[src/rtl/cwt_pkg.sv]
// Shared types for the dual-compare waveform timer.
// Assumes: the mode encoding below is the one driven on out_mode.
package cwt_pkg;

    // Output action selected for compare matches
    typedef enum logic [1:0] {
        WAVE_OFF    = 2'd0,
        WAVE_SETCLR = 2'd1,
        WAVE_TGL_A  = 2'd2,
        WAVE_TGL_B  = 2'd3
    } wave_mode_e;

    localparam int unsigned N_CMP = 2;
    localparam int unsigned CMP_A = 0;
    localparam int unsigned CMP_B = 1;

endpackage

[src/rtl/cwt_counter.sv]
// Period counter: counts count-clock ticks and wraps to zero after the
// tick that arrives while the count equals the limit.
// Assumes: clr has priority over tick; reset is synchronous, active low.
module cwt_counter #(
    parameter int CNT_W = 16
) (
    input  logic             clk,
    input  logic             rst_n,
    input  logic             clr,
    input  logic             tick,
    input  logic [CNT_W-1:0] limit,
    output logic [CNT_W-1:0] cnt
);

    localparam logic [CNT_W-1:0] ZERO = '0;
    localparam logic [CNT_W-1:0] ONE  = {{(CNT_W-1){1'b0}}, 1'b1};

    // Advance, wrap or clear the period count
    always_ff @(posedge clk) begin
        if (!rst_n) begin
            cnt <= ZERO;
        end else if (clr) begin
            cnt <= ZERO;
        end else if (tick) begin
            cnt <= (cnt == limit) ? ZERO : cnt + ONE;
        end
    end

endmodule

[src/rtl/cwt_wave.sv]
// Output shaper: holds the non-inverted pin state and applies the mode
// action on compare match pulses; polarity is applied combinationally.
// Assumes: hit_a/hit_b are single-cycle pulses already gated by clr.
module cwt_wave
    import cwt_pkg::*;
(
    input  logic       clk,
    input  logic       rst_n,
    input  logic       clr,
    input  logic [1:0] mode,
    input  logic       hit_a,
    input  logic       hit_b,
    input  logic       inv,
    output logic       pin
);

    wave_mode_e mode_e;
    logic       state;

    // Decode the raw mode field
    always_comb mode_e = wave_mode_e'(mode);

    // Update the non-inverted output state
    always_ff @(posedge clk) begin
        if (!rst_n) begin
            state <= 1'b0;
        end else if (clr) begin
            state <= 1'b0;
        end else begin
            unique case (mode_e)
                WAVE_OFF:    state <= 1'b0;
                WAVE_SETCLR: begin
                    if (hit_b)      state <= 1'b0;
                    else if (hit_a) state <= 1'b1;
                end
                WAVE_TGL_A:  if (hit_a) state <= ~state;
                WAVE_TGL_B:  if (hit_b) state <= ~state;
                default:     state <= 1'b0;
            endcase
        end
    end

    // Apply polarity at the pin
    assign pin = state ^ inv;

endmodule

[src/rtl/cwt_irq.sv]
// Interrupt flags: one sticky flag per compare source, cleared by strobe,
// combined through per-source enables into a single request.
// Assumes: a set and a clear at the same edge leave the flag set.
module cwt_irq #(
    parameter int N_SRC = 2
) (
    input  logic             clk,
    input  logic             rst_n,
    input  logic [N_SRC-1:0] set,
    input  logic [N_SRC-1:0] clr,
    input  logic [N_SRC-1:0] en,
    output logic             req
);

    logic [N_SRC-1:0] flag;

    for (genvar g = 0; g < N_SRC; g++) begin : g_flag
        // Hold one source flag until its clear strobe
        always_ff @(posedge clk) begin
            if (!rst_n)      flag[g] <= 1'b0;
            else if (set[g]) flag[g] <= 1'b1;
            else if (clr[g]) flag[g] <= 1'b0;
        end
    end

    // Combine enabled flags into the request
    assign req = |(flag & en);

endmodule

[src/rtl/cwt_top.sv]
// Dual-compare waveform timer top: counter, two comparators, output
// shaper and interrupt flags.
// Assumes: cnt_en is a single-cycle pulse per count clock.
module cwt_top
    import cwt_pkg::*;
#(
    parameter int CNT_W = 16
) (
    input  logic             clk,
    input  logic             rst_n,
    input  logic             cnt_en,
    input  logic             run,
    input  logic             cnt_clr,
    input  logic [CNT_W-1:0] cmp_a,
    input  logic [CNT_W-1:0] cmp_b,
    input  logic [1:0]       out_mode,
    input  logic             out_inv,
    input  logic [1:0]       irq_en,
    input  logic [1:0]       flag_clr,
    output logic [CNT_W-1:0] count,
    output logic             wave_out,
    output logic             irq
);

    logic             tick;
    logic [CNT_W-1:0] cmp_vec [N_CMP];
    logic [N_CMP-1:0] hit;

    // Qualify the count clock with the run enable
    assign tick = run & cnt_en;

    assign cmp_vec[CMP_A] = cmp_a;
    assign cmp_vec[CMP_B] = cmp_b;

    for (genvar g = 0; g < N_CMP; g++) begin : g_cmp
        // One match pulse per count clock that finds the count equal
        assign hit[g] = tick & ~cnt_clr & (count == cmp_vec[g]);
    end

    cwt_counter #(.CNT_W(CNT_W)) u_cnt (
        .clk   (clk),
        .rst_n (rst_n),
        .clr   (cnt_clr),
        .tick  (tick),
        .limit (cmp_b),
        .cnt   (count)
    );

    cwt_wave u_wave (
        .clk   (clk),
        .rst_n (rst_n),
        .clr   (cnt_clr),
        .mode  (out_mode),
        .hit_a (hit[CMP_A]),
        .hit_b (hit[CMP_B]),
        .inv   (out_inv),
        .pin   (wave_out)
    );

    cwt_irq #(.N_SRC(N_CMP)) u_irq (
        .clk   (clk),
        .rst_n (rst_n),
        .set   (hit),
        .clr   (flag_clr),
        .en    (irq_en),
        .req   (irq)
    );

endmodule

[config.mk]
export PLATFORM = sky130hd
export DESIGN_NAME = cwt_top
export DESIGN_NICKNAME = d
export VERILOG_FILES = /design/src/rtl/cwt_pkg.sv /design/src/rtl/cwt_counter.sv /design/src/rtl/cwt_wave.sv /design/src/rtl/cwt_irq.sv /design/src/rtl/cwt_top.sv
export SDC_FILE = /design/constraint.sdc
export NUM_CORES = 1
export LEC_CHECK = 0
export CORE_MARGIN = 2
export CORE_UTILIZATION = 25
export CTS_BUF_LIST = sky130_fd_sc_hd__clkbuf_4
export DETAILED_ROUTE_END_ITERATION = 6
export PLACE_DENSITY = 0.65
export SKIP_CTS_REPAIR_TIMING = 1
export SYNTH_ARGS = -nofsm -noshare
export SYNTH_HDL_FRONTEND = slang
export SYNTH_SLANG_ARGS = --single-unit
[constraint.sdc]
create_clock -name clk -period 2.4 [get_ports clk]
set_input_delay 0.6 -clock clk [delete_from_list [all_inputs] [get_ports clk]]
set_output_delay 0.6 -clock clk [all_outputs]
set_load 0.02 [all_outputs]
==> results of run 1 <==
[worst max-delay path by stage]
| stage | start | slack, ns | end |
|---|---|---|---|
| after CTS | out_inv | -0.03 | wave_out |
| after global routing | cmp_b[9] | 0.02 | u_wave.state |
| after detailed placement | cmp_b[11] | -0.27 | u_wave.state |
| final | cmp_b[5] | 0.13 | u_wave.state |
| after global placement | cmp_b[11] | -0.22 | u_wave.state |
| after floorplan | cmp_b[9] | 0.41 | u_wave.state |
[power by group through the flow]
stage	clock [uW]	sequential (uW)	combinational (uW)
2_1_floorplan	0	325	34.3
3_3_place_gp	0	324	132
3_5_place_dp	0	324	132
4_1_cts	190	317	133
5_1_grt	199	317	143
6_report	188	317	134
[logic make-up after synthesis]
| kind of cell | Yosys count | share of synthesized area |
|---|---|---|
| AO/OA/AOI/OAI | 18 | 0.0898 |
| AND/OR/NAND/NOR | 60 | 0.263 |
| XOR/XNOR | 43 | 0.304 |
| adder cells (fa/ha/maj) | 1 | 0.0101 |
| flip-flops | 19 | 0.307 |
| buffers and inverters | 6 | 0.0262 |
[sequential cells by signal (all words and copies together), names as in the netlist]
register and cells:
u_cnt.cnt 16, u_irq.flag 2, u_wave.state 1
[cells in the final DEF (no fill, tap or decap)]
cell,n
clkdlybuf4s50_1,59
xor2_1,28
dfxtp_1,19
buf_4,17
xnor2_1,15
nand3_1,12
nor2_1,12
nand2_1,9
a21oi_1,6
o21ai_0,5
or3_1,5
nor4_2,4
clkbuf_4,4
and3_1,3
nor4_1,2
nand4_1,2
nor2b_1,2
nor3_1,2
nand3b_1,2
dlymetal6s2s_1,2
a22o_1,1
o21ai_1,1
and3_2,1
nand2b_1,1
a21boi_0,1
o21a_1,1
o311ai_0,1
nor3b_1,1
a2bb2o_1,1
and4b_1,1
o31a_1,1
or2_2,1
inv_1,1
ha_1,1
[layout make-up]
cell class | instances | area [sq um]
inverters | 1 | 3.75
repair buffers | 78 | 743
well taps | 67 | 83.8
flip-flops and latches | 19 | 380
fillers | 500 | 2670
clock buffers | 4 | 30.0
multi-input cells | 122 | 840
[metal layers]
metal	track usage	routed length [microns]	share of wire
met1	0.193	1800	0.48
met2	0.212	1660	0.44
met3	0.0434	286	0.076
met4	0.0258	18	0.0048
met5	0	0	0
[Yosys cell counts]
master    number
buf_2          2
a21boi_0       1
o21ai_1        1
nand3_1       12
nor2b_1        2
and3_2         1
nand3b_1       2
dfxtp_1       19
nor3_1         2
o31a_1         1
o311ai_0       1
buf_6          1
a22o_1         1
nor4_2         2
nor3b_1        1
or2_2          1
or3_1          5
a2bb2o_1       1
xor2_1        28
nand4_1        2
a21oi_1        6
clkbuf_1       2
and4b_1        1
xnor2_1       15
nand2b_1       1
inv_1          1
and3_1         3
nor2_1        12
o21a_1         1
o21ai_0        5
ha_1           1
nor4_1         4
nand2_1        9
[metrics by stage]
stage	cells	utilization	worst slack [ns]	hold slack, ns	power, uW
2_1_floorplan	147	-	0.409	0.456	360
3_3_place_gp	287	0.428	-0.223	0.490	456
3_5_place_dp	287	0.428	-0.267	0.476	456
4_1_cts	291	0.434	-0.0325	0.494	640
5_1_grt	291	0.438	0.0182	0.542	659
6_report	291	0.438	0.130	0.494	639
[worst max-delay path, cell delays in order]
cell and delay, ns:
clkdlybuf4s50_1 0.43, xor2_1 0.16, nor4_2 0.32, nand4_1 0.17, or3_1 0.37, and4b_1 0.20
o31a_1 0.22
==> impl_metrics.ini, run 1 <==
[floorplan]
die_w_microns = 74.4
die_h_microns = 74.4
core_sq_um = 4750
dieArea_sq_um = 5540
start_util = 0.261
placementRows = 25
io_pins = 62

[clock_tree]
cts_tree = done
worst_skew_pair.late_latency_ns = 0.31
clockBufferDepth = 2
clk_pin_slew_ns = 0.12
root_buffer = clkbuf_4
cts_buffers = 3
cts.sinks = 19
htree_levels = 1

[logic_synthesis]
syn-mean-instance-area_sq_um = 8.43
seq_area_frac_synth = 0.307
netlist.area_leader.share = 0.307
netlist_area_sq_um = 1240
syn-num-nets = 192
synth.ff_latch_count = 19
synthesis.instances = 147
ys_types = 33
yosys_warnings = 0
yosysTopAreaCell = dfxtp_1
synth_area_leaders = dfxtp_1 31%, xor2_1 20%, xnor2_1 11%

[sta]
grt_setup_unrepaired = no
tightest_slew_ns = 0.330
hold_viol = 0
fin_skew_ns = 0.00461
setup_viol = 0
max_slew_margin = 0.778
max_freq_ghz = 0.441
period_share = 0.946
fin_crit_ns = 2.27
slew_viol_final = 0
timing.setup.tns_ns = 0

[power]
p_int_uw = 481
pwr-share-comb = 0.210
p_sw_uw = 157
power.density_nw_per_um2 = 307
p_seq_frac = 0.496
power_switching_share = 0.246
peakVddDrop_v = 0.000278
cellLeakagePower_uw = 0.000804
clkPwrFrac = 0.294

[hold_path]
hp-start = u_irq.flag[1]
worst_hold_path.endpoint = u_irq.flag[1]
hold_path_class = reg -> reg
min_delay_path_depth = 2

[drt]
vias = 1302
drt_wl_total_microns = 3770
drcViolationCount = 0
dr.pass1.iters = 4
vias_per_cell = 4.47
drtIter0Drc = 49
wl_per_cell_microns = 12.9
postRouteAntennaNets = 0

[global_routing]
grt_pass1_vias = 1229
antenna_found_initial = 0
grt_max_degree = 11
grt_pass1_wl_microns = 5790
grt.total_usage = 0.138
gr-total-overflow = 0

[layout]
antenna_cells = 0
num-nets-final = 270
area_growth_pct = 67.8
layout-drive-gt1-share = 0.121
fin_area_sq_um = 2080

[setup_path]
critPathMaxFanout = 3
r2r_cells = 6
path_class = in -> reg
cp-end-kind = flop
r2r-start = u_cnt.cnt[1]
worst_ep_required_time_ns = 2.62
critPathLaunchType = input pin
reg2reg_setup_slack_ns = 0.39
cp.arrival_ns = 2.49
r2r-end = u_wave.state

[run_status]
status = finished, final reports clean

[placement]
placed_area_sq_um = 2030
dpl.hpwl_microns = 3040
place_congestion = 0.778
io_buffers = 61

[job]
max_cap_viol_count = 0
Note: power is estimated with default switching activity, not from simulation.
==> inputs of run 2 (changes only) <==
- PLACE_DENSITY: 0.65 -> 0.63
- SYNTH_HIERARCHICAL: not set -> 1
==> impl_metrics.ini, run 2 <==
[sta]
fin_crit_ns = 2.24
max_freq_ghz = 0.447
max_slew_margin = 0.713
period_share = 0.933
slew_viol_final = 0
hold_viol = 0
tightest_slew_ns = 0.430
holdWs_ns = 0.548
layout_setup_ws_ns = 0.161
grt_setup_unrepaired = no
setup_viol = 0
fin_skew_ns = 0.00891

[setup_path]
path_class = in -> reg
critPathLaunchType = input pin
r2r-start = u_cnt/cnt[1]
reg2reg_setup_slack_ns = 0.43
r2r-end = u_wave/state
worstSetupStartpoint = cmp_b[11]
cp.arrival_ns = 2.46
crit_end = u_wave/state
worst_ep_required_time_ns = 2.62
r2r_cells = 7
critPathMaxFanout = 3
cp-end-kind = flop

[floorplan]
die_w_microns = 79.1
placementRows = 27
core_sq_um = 5470
start_util = 0.258
dieArea_sq_um = 6260
die_h_microns = 79.1
io_pins = 62

[logic_synthesis]
yosysMostFrequentCell = xnor2_1
synthesis.instances = 163
yosys_warnings = 6
ys.flop_type = dfxtp_1
seq_area_frac_synth = 0.270
async_flop_share = 0
netlist_area_sq_um = 1410
ys_types = 28
ys_top_cells_by_count = 43 x xnor2_1, 21 x xor2_1, 20 x nor2_1, 19 x dfxtp_1, 12 x nand4_1
synth_edf_count = 0
syn-num-nets = 208
synth_area_leaders = dfxtp_1 27%, xnor2_1 27%, xor2_1 13%
netlist.area_leader.share = 0.270
yosysTopAreaCell = dfxtp_1
syn-mean-instance-area_sq_um = 8.66
synth.ff_latch_count = 19

[clock_tree]
cts.sinks = 19
root_buffer = clkbuf_4
clockBufferDepth = 2
clk_pin_slew_ns = 0.11
cts_buffers = 3
cts_tree = done
htree_levels = 1
worst_skew_pair.late_latency_ns = 0.31

[layout]
regMostFlops = u_cnt/cnt
layout-drive-gt1-share = 0.0970
antenna_cells = 0
largest_registers = u_cnt/cnt (16), u_irq/flag (2), u_wave/state (1)
largest_reg_flops = 16
most-common-layout-cells = 59 x clkdlybuf4s50_1, 43 x xnor2_1, 21 x xor2_1
area_growth_pct = 58.1
num-nets-final = 283
final_common_cell = clkdlybuf4s50_1

[job]
max_cap_viol_count = 0

[global_routing]
grt_max_degree = 17
gr-total-overflow = 0
grt_pass1_vias = 1427
antenna_found_initial = 0
grt_pass1_wl_microns = 6600
grt.total_usage = 0.136

[drt]
drt_wl_total_microns = 4070
vias_per_cell = 4.48
wl_per_cell_microns = 13.2
postRouteAntennaNets = 0
dr.pass1.iters = 4
vias = 1385
drtIter0Drc = 42
drcViolationCount = 0

[power]
power.density_nw_per_um2 = 293
cellLeakagePower_uw = 0.000748
peakVddDrop_v = 0.000193

[hold_path]
hold_path_class = reg -> reg

[placement]
dpl.hpwl_microns = 3350
io_buffers = 61
post-place-ws_ns = -0.181
place_congestion = 0.760

[run_status]
status = finished, final reports clean
[run 2: changes by cell type after synthesis, sizes merged, moves of 2 or more]
cell   previous run  this run
and3              4         0
nand2             9         5
xnor2            15        43
nand3            12         9
inv               1         3
nand4             2        12
a21oi             6         0
nor2b             2         4
or3               5         0
nor2             12        20
xor2             28        21
o21ai             6         1
[run 2: kinds of logic after synthesis]
group	Yosys count	synth area share
AND/OR/NAND/NOR	64	0.247
multiplexers	2	0.0151
adder cells (fa/ha/maj)	1	0.00886
AO/OA/AOI/OAI	6	0.0355
buffers and inverters	7	0.0266
flip-flops	19	0.270
XOR/XNOR	64	0.397
[run 2: where the power goes]
group	total [uW]	switching (uW)	internal, uW	leakage [uW]
Clock	175	112	63.5	0.0000139
Sequential	317	1.23	316	0.000153
Combinational	160	54.4	106	0.000581
[run 2: metrics by stage]
stage           util  TNS (ns)  power, uW  instances  area, sq um
2_1_floorplan      -         0        380        163         1410
3_3_place_gp   0.401    -0.157        484        305         2200
3_5_place_dp   0.401    -0.219        485        305         2200
4_1_cts        0.407   -0.0365        659        309         2230
5_1_grt        0.408         0        689        309         2230
6_report       0.408         0        653        309         2230
[run 2: worst max-delay path, cell delays in order]
cell             delay, ns
clkdlybuf4s50_1       0.43
xor2_1                0.16
nor4_2                0.29
nand4_1               0.14
nor4_2                0.31
mux2_1                0.19
nand3b_1              0.07
a311oi_1              0.26
[run 2: layout make-up]
cell class | instances | area (sq um)
Clock buffer | 3 | 22.5
Clock inverter | 1 | 7.51
Fill cell | 573 | 3240
Inverter | 3 | 11.3
Multi-Input combinational cell | 137 | 993
Sequential cell | 19 | 380
Tap cell | 72 | 90.1
Timing Repair Buffer | 74 | 726
[run 2: routing by layer]
layer  share of wire  global-route usage  vias up
met5               0                   0        -
met4          0.0032              0.0241        0
met3           0.070              0.0398        2
met2            0.50               0.238       39
met1            0.43               0.166      642
li1                -                   -      702
[run 2: worst min path at each step]
stage              endpoint          from  cells past startpoint  slack [ns]
4_1_cts        u_wave/state  u_wave/state                      2        0.54
5_1_grt        u_wave/state  u_wave/state                      2        0.59
6_report       u_wave/state  u_wave/state                      2        0.55
3_5_place_dp   u_wave/state  u_wave/state                      2        0.53
3_3_place_gp   u_wave/state  u_wave/state                      2        0.51
2_1_floorplan  u_wave/state  u_wave/state                      2        0.48
==> inputs of run 3 (changes only) <==
- DONT_BUFFER_PORTS: not set -> 1
- PLACE_DENSITY: 0.63 -> 0.49
==> impl_metrics.ini, run 3 (synthesis gave the netlist of run 2 again) <==
[drt]
drt_wl_total_microns = 3940
dr.pass1.iters = 4
postRouteAntennaNets = 0
drcViolationCount = 0
drtIter0Drc = 36
wl_per_cell_microns = 15.6
vias_per_cell = 4.63
vias = 1168

[setup_path]
path_class = reg -> reg
crit_slowest_cell = dfxtp_1
worst_ep_required_time_ns = 2.63
reg2reg_setup_slack_ns = 0.41
slowest_delay_ns = 0.51
cp.arrival_ns = 2.21
r2r-end = u_wave/state
critPathMaxFanout = 6
r2r_cells = 7
path_delay_family = simple AND/OR/NAND/NOR gates
path_cells = xor2_1, nor4_2, nand4_1, nor4_2, mux2_1, nand3b_1, a311oi_1
cp-end-kind = flop
r2r-start = u_cnt/cnt[11]
worst-path-buf-inv = 0
critPathLaunchType = flop
cp_common_cell = nor4_2

[layout]
largest_registers = u_cnt/cnt (16), u_irq/flag (2), u_wave/state (1)
fillers = 606
area_growth_pct = 15.5
most-common-layout-cells = 43 x xnor2_1, 21 x xor2_1, 20 x nor2_1
final_common_cell = xnor2_1
multi_input_area_sq_um = 993
fin_cells = 252
register_area_sq_um = 380
antenna_cells = 0
regMostFlops = u_cnt/cnt
largest_reg_flops = 16
layout-drive-gt1-share = 0.150
num-nets-final = 226

[clock_tree]
root_buffer = clkbuf_4
htree_levels = 1
cts.sinks = 19
cts_tree = done
clockBufferDepth = 2
clk_pin_slew_ns = 0.13
cts_buffers = 3
worst_skew_pair.late_latency_ns = 0.31

[hold_path]
hold_path_class = in -> reg
worst_hold_path.endpoint = u_wave/state
min_delay_path_depth = 1
hp-start = cnt_clr

[placement]
io_buffers = 0
post-place-ws_ns = 0.256
dp_cells = 248
dpl.hpwl_microns = 3290
place_congestion = 0.754

[sta]
fin_crit_ns = 1.99
timing.setup.tns_ns = 0
fin_skew_ns = 0.0146
max_freq_ghz = 0.503
layout_setup_ws_ns = 0.412
slew_viol_final = 0
period_share = 0.828
max_slew_margin = 0.711
holdWs_ns = 0.344
setup_viol = 0
tightest_slew_ns = 0.432
grt_setup_unrepaired = no
hold_viol = 0

[power]
p_seq_frac = 0.571
power_uw = 557
power.density_nw_per_um2 = 341
clkPwrFrac = 0.313
p_sw_uw = 142
pwr-share-comb = 0.116
power_switching_share = 0.255
p_int_uw = 414
cellLeakagePower_uw = 0.000515
peakVddDrop_v = 0.000162

[global_routing]
grt_use_met2 = 0.215
grt_pass1_wl_microns = 6020
antenna_found_initial = 0
grt_busiest_layer = met2
grt_max_degree = 17
grt_pass1_vias = 1163
grt.total_usage = 0.129
gr-total-overflow = 0
use_met3 = 0.0568
use_met1 = 0.150

[floorplan]
die_w_microns = 79.1
dieArea_sq_um = 6260
placementRows = 27
io_pins = 62
start_util = 0.258
core_sq_um = 5470
die_h_microns = 79.1

[run_status]
status = finished, final reports clean

[job]
max_cap_viol_count = 0
## run 3: cell count changes in the layout (fill, tap and decap cells not counted)
| cell | previous run | this run |
|---|---|---|
| clkinvlp_4 | 1 | 0 |
| buf_12 | 1 | 0 |
| clkdlybuf4s50_1 | 59 | 0 |
| dlymetal6s2s_1 | 2 | 0 |
| buf_4 | 12 | 17 |
| clkinv_2 | 0 | 1 |
## run 3: power groups by stage
stage               registers, uW  clock network [uW]  logic (uW)
floorplan                     326                   0        54.2
global placement              325                   0        65.6
detailed placement            325                   0        65.7
CTS                           318                 184        65.9
global route                  318                 194        71.6
finish                        318                 174        64.7
## run 3: per-layer routing
metal	vias to the layer above	wire length, microns
met5	-	0
met4	0	18
met3	2	346
met2	34	1880
met1	542	1690
li1	590	-
## run 3: area by class of cell
cell class,instances,share of cell area
clock inverters,1,0.00307
inverters,3,0.00691
clock buffers,3,0.0138
multi-input cells,137,0.609
flip-flops and latches,19,0.233
well taps,72,0.0553
repair buffers,17,0.0783
## run 3: worst max path at each step
stage	from	endpoint	depth (start not counted)
2_1_floorplan	cmp_a[12]	u_wave/state	7
3_3_place_gp	cmp_b[11]	u_wave/state	7
3_5_place_dp	cmp_b[11]	u_wave/state	7
4_1_cts	u_cnt/cnt[11]	u_wave/state	7
5_1_grt	u_cnt/cnt[11]	u_wave/state	7
6_report	u_cnt/cnt[11]	u_wave/state	7
## run 3: through the flow
step,area (sq um),utilization
floorplan,1410,-
global placement,1600,0.293
detailed placement,1600,0.293
CTS,1630,0.298
global route,1630,0.298
finish,1630,0.298
